File: src/rtl/prg_map_pkg.sv
package prg_map_pkg;

  localparam int MODE_W      = 3;
  localparam int WIN_EN_BIT  = 7;
  localparam int OUTER_LSB   = 1;

  typedef enum logic [1:0] {
    GRAN_32K = 2'd0,
    GRAN_16K = 2'd1,
    GRAN_8K  = 2'd2
  } gran_e;

  // Low two bits of the layout code give the page size.
  function automatic gran_e gran_of(input logic [MODE_W-1:0] mode);
    case (mode[1:0])
      2'b00:   return GRAN_32K;
      2'b01:   return GRAN_16K;
      default: return GRAN_8K;
    endcase
  endfunction

  // High bit of the layout code: top page comes from bank register 3.
  function automatic logic top_from_reg(input logic [MODE_W-1:0] mode);
    return mode[2];
  endfunction

endpackage

File: src/rtl/prg_map_regs.sv
module prg_map_regs
  import prg_map_pkg::*;
#(
  parameter int DATA_W   = 8,
  parameter int NUM_REGS = 4,
  parameter int OUTER_W  = 2,
  localparam int SEL_W   = $clog2(NUM_REGS)
) (
  input  logic                              clk,
  input  logic                              rst,
  input  logic                              bank_we,
  input  logic                              ctrl_we,
  input  logic [SEL_W-1:0]                  wr_sel,
  input  logic [DATA_W-1:0]                 wr_data,
  output logic [NUM_REGS-1:0][DATA_W-1:0]   bank_q,
  output logic [MODE_W-1:0]                 mode,
  output logic                              win_en,
  output logic [OUTER_W-1:0]                outer
);

  localparam logic [SEL_W-1:0] SEL_MAIN  = '0;
  localparam logic [SEL_W-1:0] SEL_OUTER = SEL_W'(NUM_REGS - 1);

  logic [DATA_W-1:0] ctrl_main_q;
  logic [DATA_W-1:0] ctrl_outer_q;

  always_ff @(posedge clk) begin
    if (rst) begin
      for (int i = 0; i < NUM_REGS; i++) bank_q[i] <= '1;
    end else if (bank_we) begin
      for (int i = 0; i < NUM_REGS; i++)
        if (wr_sel == SEL_W'(i)) bank_q[i] <= wr_data;
    end
  end

  always_ff @(posedge clk) begin
    if (rst) begin
      ctrl_main_q  <= '0;
      ctrl_outer_q <= '0;
    end else if (ctrl_we) begin
      if (wr_sel == SEL_MAIN)  ctrl_main_q  <= wr_data;
      if (wr_sel == SEL_OUTER) ctrl_outer_q <= wr_data;
    end
  end

  assign mode   = ctrl_main_q[MODE_W-1:0];
  assign win_en = ctrl_main_q[WIN_EN_BIT];
  assign outer  = ctrl_outer_q[OUTER_LSB +: OUTER_W];

endmodule

File: src/rtl/prg_map_slot.sv
module prg_map_slot
  import prg_map_pkg::*;
#(
  parameter int DATA_W   = 8,
  parameter int NUM_REGS = 4,
  parameter int BANK_W   = 6,
  parameter int SLOT     = 0
) (
  input  logic [NUM_REGS-1:0][DATA_W-1:0] bank_q,
  input  logic [MODE_W-1:0]               mode,
  output logic [BANK_W-1:0]               slot_bank
);

  localparam int B16_W = BANK_W - 1;
  localparam int B32_W = BANK_W - 2;
  localparam int LAST  = NUM_REGS - 1;
  localparam int SLOTS = 4;
  localparam logic [1:0] QUARTER = 2'(SLOT);
  localparam int HALF_REG = (SLOT < SLOTS / 2) ? 1 : LAST;
  localparam int EIGHTH_REG = (SLOT < SLOTS - 1) ? SLOT : LAST;

  logic [B32_W-1:0] page32;
  logic [B16_W-1:0] page16;
  logic [BANK_W-1:0] page8;
  logic reg_top;

  assign reg_top = top_from_reg(mode);

  assign page32 = reg_top ? bank_q[LAST][B32_W-1:0] : '1;

  generate
    if (SLOT < SLOTS / 2) begin : g_low_half
      assign page16 = bank_q[HALF_REG][B16_W-1:0];
    end else begin : g_high_half
      assign page16 = reg_top ? bank_q[HALF_REG][B16_W-1:0] : '1;
    end

    if (SLOT < SLOTS - 1) begin : g_free_eighth
      assign page8 = bank_q[EIGHTH_REG][BANK_W-1:0];
    end else begin : g_top_eighth
      assign page8 = reg_top ? bank_q[EIGHTH_REG][BANK_W-1:0] : '1;
    end
  endgenerate

  always_comb begin
    case (gran_of(mode))
      GRAN_32K: slot_bank = {page32, QUARTER};
      GRAN_16K: slot_bank = {page16, QUARTER[0]};
      default:  slot_bank = page8;
    endcase
  end

endmodule

File: src/rtl/prg_map_window.sv
module prg_map_window
  import prg_map_pkg::*;
#(
  parameter int DATA_W = 8,
  parameter int BANK_W = 6
) (
  input  logic [DATA_W-1:0] src,
  input  logic [MODE_W-1:0] mode,
  output logic [BANK_W-1:0] win_bank
);

  always_comb begin
    case (gran_of(mode))
      GRAN_32K: win_bank = {src[BANK_W-3:0], 2'b11};
      GRAN_16K: win_bank = {src[BANK_W-2:0], 1'b1};
      default:  win_bank = src[BANK_W-1:0];
    endcase
  end

endmodule

File: src/rtl/prg_bank_mapper.sv
module prg_bank_mapper
  import prg_map_pkg::*;
#(
  parameter int DATA_W   = 8,
  parameter int ADDR_W   = 16,
  parameter int NUM_REGS = 4,
  parameter int BANK_W   = 6,
  parameter int OUTER_W  = 2,
  parameter int PAGE_W   = 13,
  localparam int SEL_W   = $clog2(NUM_REGS),
  localparam int OUT_W   = OUTER_W + BANK_W,
  localparam int SLOTS   = 4
) (
  input  logic              clk,
  input  logic              rst,
  input  logic              bank_we,
  input  logic              ctrl_we,
  input  logic [SEL_W-1:0]  wr_sel,
  input  logic [DATA_W-1:0] wr_data,
  input  logic [ADDR_W-1:0] cpu_addr,
  output logic [OUT_W-1:0]  rom_bank,
  output logic [PAGE_W-1:0] rom_offset,
  output logic              rom_en
);

  localparam logic [2:0] WIN_REGION = 3'b011;

  logic [NUM_REGS-1:0][DATA_W-1:0] bank_q;
  logic [MODE_W-1:0]               mode;
  logic                            win_en;
  logic [OUTER_W-1:0]              outer;
  logic [SLOTS-1:0][BANK_W-1:0]    slot_bank;
  logic [BANK_W-1:0]               win_bank;
  logic [2:0]                      region;
  logic                            in_rom;
  logic                            in_win;

  prg_map_regs #(
    .DATA_W(DATA_W), .NUM_REGS(NUM_REGS), .OUTER_W(OUTER_W)
  ) u_regs (
    .clk(clk), .rst(rst), .bank_we(bank_we), .ctrl_we(ctrl_we),
    .wr_sel(wr_sel), .wr_data(wr_data), .bank_q(bank_q),
    .mode(mode), .win_en(win_en), .outer(outer)
  );

  generate
    for (genvar s = 0; s < SLOTS; s++) begin : g_slot
      prg_map_slot #(
        .DATA_W(DATA_W), .NUM_REGS(NUM_REGS), .BANK_W(BANK_W), .SLOT(s)
      ) u_slot (
        .bank_q(bank_q), .mode(mode), .slot_bank(slot_bank[s])
      );
    end
  endgenerate

  prg_map_window #(
    .DATA_W(DATA_W), .BANK_W(BANK_W)
  ) u_win (
    .src(bank_q[NUM_REGS-1]), .mode(mode), .win_bank(win_bank)
  );

  assign region = cpu_addr[ADDR_W-1 -: 3];
  assign in_rom = cpu_addr[ADDR_W-1];
  assign in_win = (region == WIN_REGION) && win_en;

  always_comb begin
    rom_en   = in_rom || in_win;
    rom_bank = '0;
    if (in_rom)
      rom_bank = {outer, slot_bank[cpu_addr[PAGE_W +: 2]]};
    else if (in_win)
      rom_bank = {outer, win_bank};
  end

  assign rom_offset = cpu_addr[PAGE_W-1:0];

endmodule

File: config.mk
export PLATFORM = sky130hd
export DESIGN_NAME = prg_bank_mapper
export DESIGN_NICKNAME = d
export VERILOG_FILES = /design/src/rtl/prg_map_pkg.sv /design/src/rtl/prg_map_regs.sv /design/src/rtl/prg_map_slot.sv /design/src/rtl/prg_map_window.sv /design/src/rtl/prg_bank_mapper.sv
export SDC_FILE = /design/constraint.sdc
export NUM_CORES = 1
export LEC_CHECK = 0
export BUFFER_PORTS_ARGS = -buffer_cell sky130_fd_sc_hd__clkbuf_2
export CAP_MARGIN = 15
export CORE_ASPECT_RATIO = 1.25
export CORE_MARGIN = 3
export CORE_UTILIZATION = 52
export DETAILED_ROUTE_END_ITERATION = 7
export PLACE_DENSITY = 0.79
export SYNTH_ARGS = -nofsm -noshare
export SYNTH_HDL_FRONTEND = slang
export SYNTH_SLANG_ARGS = --single-unit
File: constraint.sdc
create_clock -name clk -period 1.72 [get_ports clk]
set_input_delay 0.344 -clock clk [delete_from_list [all_inputs] [get_ports clk]]
set_output_delay 0.344 -clock clk [all_outputs]
set_load 0.02 [all_outputs]
==> impl_summary.log <==
[metrics] initial detailed-routing violation count: 105
[metrics] slowest cell on the critical path: dfxtp_4
[metrics] Avg WL per Cell: 16.3 um
[metrics] maximum VDD drop: 0.624 mV
[metrics] first element of the critical path: u_regs.ctrl_main_q[1]$_SDFFE_PP0P_
[metrics] tightest slew margin relative to the limit: 62.6%
[metrics] slew at the pin closest to its max-slew limit: 0.561 ns
[metrics] min setup slack post-route: -0.232 ns
[metrics] time the worst path needs with I/O delays and setup: 1.95 ns
[metrics] type of element launching the critical path: flop
[metrics] Peak Freq: roughly 0.51 GHz
[metrics] min-delay worst type: input pin to flop
[metrics] ys flop type: dfxtp_1
[metrics] EDFF count, synth: 0
[metrics] endpoint kind of the worst setup timing path: output port
[metrics] P&R area growth vs syn: 23.3%
[metrics] share of final-layout standard cells stronger than drive strength 1: 34.5%
[metrics] worst r2r path cells: 3
[metrics] GRT met2 Usage: about 34%
[metrics] top cell type by total area after synthesis: dfxtp_1
[metrics] GRT busiest layer: met2
[metrics] count of cell types in the netlist: 35
[metrics] startpoint of the worst-slack reg-to-reg timing path: u_regs.bank_q[24]$_SDFFE_PP1P_
[metrics] final weighted congestion in routability-driven placement: 0.869
[metrics] P per Cell Area: 722 nW/um2
[metrics] period utilization: 114%
[metrics] post-synthesis async set-or-reset flop share: 0%
[metrics] met1 usage in global routing: around 29%
[metrics] pin count of the biggest net entering global routing: 31
[metrics] post-synthesis sequential element count: 30
[metrics] Pre-Repair DR Iteration Count: 4
[metrics] run status: finished, violations left
[metrics] Worst Hold Depth: 3
[metrics] clock network latency to the later pin of the worst-skew pair: 0.28 ns
[metrics] root cell of the clock tree: clkbuf_8
[metrics] number of filler instances in the final layout: 283
[metrics] top fanout value on the critical path: 7
[metrics] unrepaired setup endpoints after global routing: true
[metrics] required time at the endpoint of the critical path: 1.38 ns
[metrics] flop-to-flop setup slack: 0.87 ns
[metrics] final count of negative-setup-slack endpoints: 6
[metrics] hold bufs inserted after CTS: 0
[metrics] delay of the slowest cell on the worst path: between 0.3 and 0.4 ns
[metrics] leading cell types by total area after synthesis: dfxtp_1 33%, mux2i_1 7.2%, a211o_1 6.8%
[metrics] Post-Route WL: 4710 um
[metrics] cell mode on critical path: buf_6
[metrics] sequential standard cell area: approximately 610 um2
[metrics] height of the die: ~70 um
[metrics] post-synthesis net count: 253
[metrics] final global-route overflow total: 0
[metrics] count of mapped cells out of synthesis: 223
[metrics] Die Outline Area: around 4200 um2
[metrics] capturing point of the worst reg2reg path: u_regs.bank_q[24]$_SDFFE_PP1P_
[metrics] post-synthesis share of cell area spent on xor and xnor gates: 0%
[metrics] number of input and output port buffers inserted: 24
[metrics] floorplan row count: 23
[metrics] data arrival time at the worst-slack endpoint: between 1.5 and 2 ns
[metrics] count of clock tree sinks: 30
[metrics] main combinational cell family by area after synthesis: simple AND/OR/NAND/NOR gates
[metrics] initial antenna violation count: 0
[metrics] CTS tree: done
[metrics] Post-DRT Antenna Nets: 0
[metrics] Finished Core Util: 68.0%
[metrics] Longest Clk Path Bufs: 2
[metrics] total track usage: ~23%
[metrics] end point of the critical path: rom_bank[2]
[metrics] Residual DRC: 0
[metrics] adder-cell area share of the yosys netlist: 0%
[metrics] total count of max-transition violations in the final report: 0
[metrics] worst-case clock skew: 0 ns
[metrics] warning count from the yosys run: 0
[metrics] hold slack: 0.301 ns
[metrics] total design power: 1.61 mW
[metrics] series of cell instances along the critical path: buf_6 -> buf_6 -> a221o_1 -> o211ai_1 -> o221ai_1 -> buf_4
[metrics] portion of synthesized cell area occupied by the leading cell type: 33.2%
[metrics] mean instance size in the synthesized netlist: 8.11 um2
[metrics] share of the yosys chip area belonging to registers: 33.2%
[metrics] die width: 58.8 um
[metrics] via count of the first global-routing pass: roughly 1500
[metrics] kind of critical path: flop to output port
[metrics] most used cells in the layout excluding fill and tap cells: 27 x buf_4, 24 x dfxtp_1, 23 x nand2_1
[metrics] first-pass GRT wire length: 7230 um
[metrics] number of maximum-capacitance constraint violations: 0
[metrics] area fraction in and, or, nand and nor cells after synthesis: 23.2%
[metrics] Post-Place Cell Area: between 1500 and 2000 um2
[metrics] average vias per placed instance: about 5.9
[metrics] final setup TNS: -1.07 ns
[metrics] core region area: 3280 um2
[metrics] Clock Pin Slew Worst Setup and Hold Paths: 0.06 ns
[metrics] failing checks: negative setup slack
[metrics] area of all placed cells without fillers: 2230 um2
[metrics] Compound-Gate Fraction of Synth Area: 21.9%
[metrics] Lkg Pwr: 0.966 nW
[metrics] HPWL after DPL: 3170 um
[metrics] Initial Utilization: around 55%
[metrics] post-synthesis mux area share: under 10%
[metrics] Synth Cell Area: approximately 1800 um2
[metrics] total number of vias: between 1500 and 2000
[metrics] net total in the final layout: about 280
[metrics] I/O Pins: 52
[metrics] Hold Violations, Final: 0
[metrics] most common cell after layout, fill and taps aside: buf_4
[metrics] antenna cells: 0
[metrics] routing usage on met3: 4.80%
[metrics] clock buffers created by TritonCTS: 5
[metrics] multi-input combinational cell area: 1080 um2
[metrics] H-tree depth: 2
## cell type report
type | count | share of cell area (%)
Multi-Input combinational cell | 153 | 48.4
Sequential cell | 30 | 27.5
Timing Repair Buffer | 50 | 16.4
Clock buffer | 7 | 3.42
Inverter | 12 | 2.19
Tap cell | 37 | 2.08
## sequential cells by signal, indices dropped and copies added, names as in the netlist
| signal | count |
|---|---|
| u_regs.ctrl_outer_q | 2 |
| u_regs.bank_q | 24 |
| u_regs.ctrl_main_q | 4 |
## stage by stage
| stage | setup slack (ns) | instances |
|---|---|---|
| 2_1_floorplan | 0.0149 | 223 |
| 3_3_place_gp | -0.170 | 273 |
| 3_5_place_dp | -0.169 | 273 |
| 4_1_cts | -0.181 | 284 |
| 5_1_grt | -0.287 | 289 |
| 6_report | -0.232 | 289 |
## layer usage
layer  vias up  part of all wire, %
li1        828                    -
met1       789                   41
met2        67                   48
met3        17                  6.2
met4         0                  4.0
met5         -                    0
## logic make-up after synthesis
family / Yosys count
AOI/OAI and AO/OA: 55
buffers and inverters: 40
DFF: 30
muxes: 16
and+or+nand+nor: 82
## worst max-delay path: cells and delay by family, from the launching register on
family	cells	cell delay (ns)
AOI/OAI and AO/OA	3	0.51
buffers and inverters	3	0.43
DFF	1	0.38
## repair_timing
action | CTS | global route
setup endpoints to repair | 7 | 9
gates cloned | 0 | 0
gates resized for setup | 19 | 42
pin swaps | 1 | 12
setup buffers | 4 | 5
## report_power, final
group          switching, mW  internal, mW  total (mW)
Clock                  0.245         0.278       0.523
Sequential            0.0277         0.728       0.756
Combinational          0.174         0.158       0.331
## worst min-delay path by stage
stage / from / endpoint / slack (ns)
after floorplan: u_regs.bank_q[13]$_SDFFE_PP1P_ / u_regs.bank_q[13]$_SDFFE_PP1P_ / 0.44
after global placement: u_regs.bank_q[13]$_SDFFE_PP1P_ / u_regs.bank_q[13]$_SDFFE_PP1P_ / 0.45
after detailed placement: u_regs.bank_q[13]$_SDFFE_PP1P_ / u_regs.bank_q[13]$_SDFFE_PP1P_ / 0.46
after CTS: wr_data[7] / u_regs.ctrl_main_q[7]$_SDFFE_PP0P_ / 0.29
after global routing: wr_data[7] / u_regs.ctrl_main_q[7]$_SDFFE_PP0P_ / 0.31
final: wr_data[7] / u_regs.ctrl_main_q[7]$_SDFFE_PP0P_ / 0.30
## Yosys cell counts, types with 3 or more instances
| cell | count |
|---|---|
| nand3b_1 | 10 |
| nand2_1 | 24 |
| clkbuf_1 | 5 |
| o21ai_0 | 12 |
| dfxtp_1 | 30 |
| inv_1 | 12 |
| nor2b_1 | 14 |
| a21oi_1 | 11 |
| o221ai_1 | 4 |
| buf_2 | 8 |
| buf_4 | 14 |
| a211o_1 | 14 |
| a221o_1 | 3 |
| mux2i_1 | 13 |
| nor2_1 | 23 |
Power figures use the tool's default switching activity.
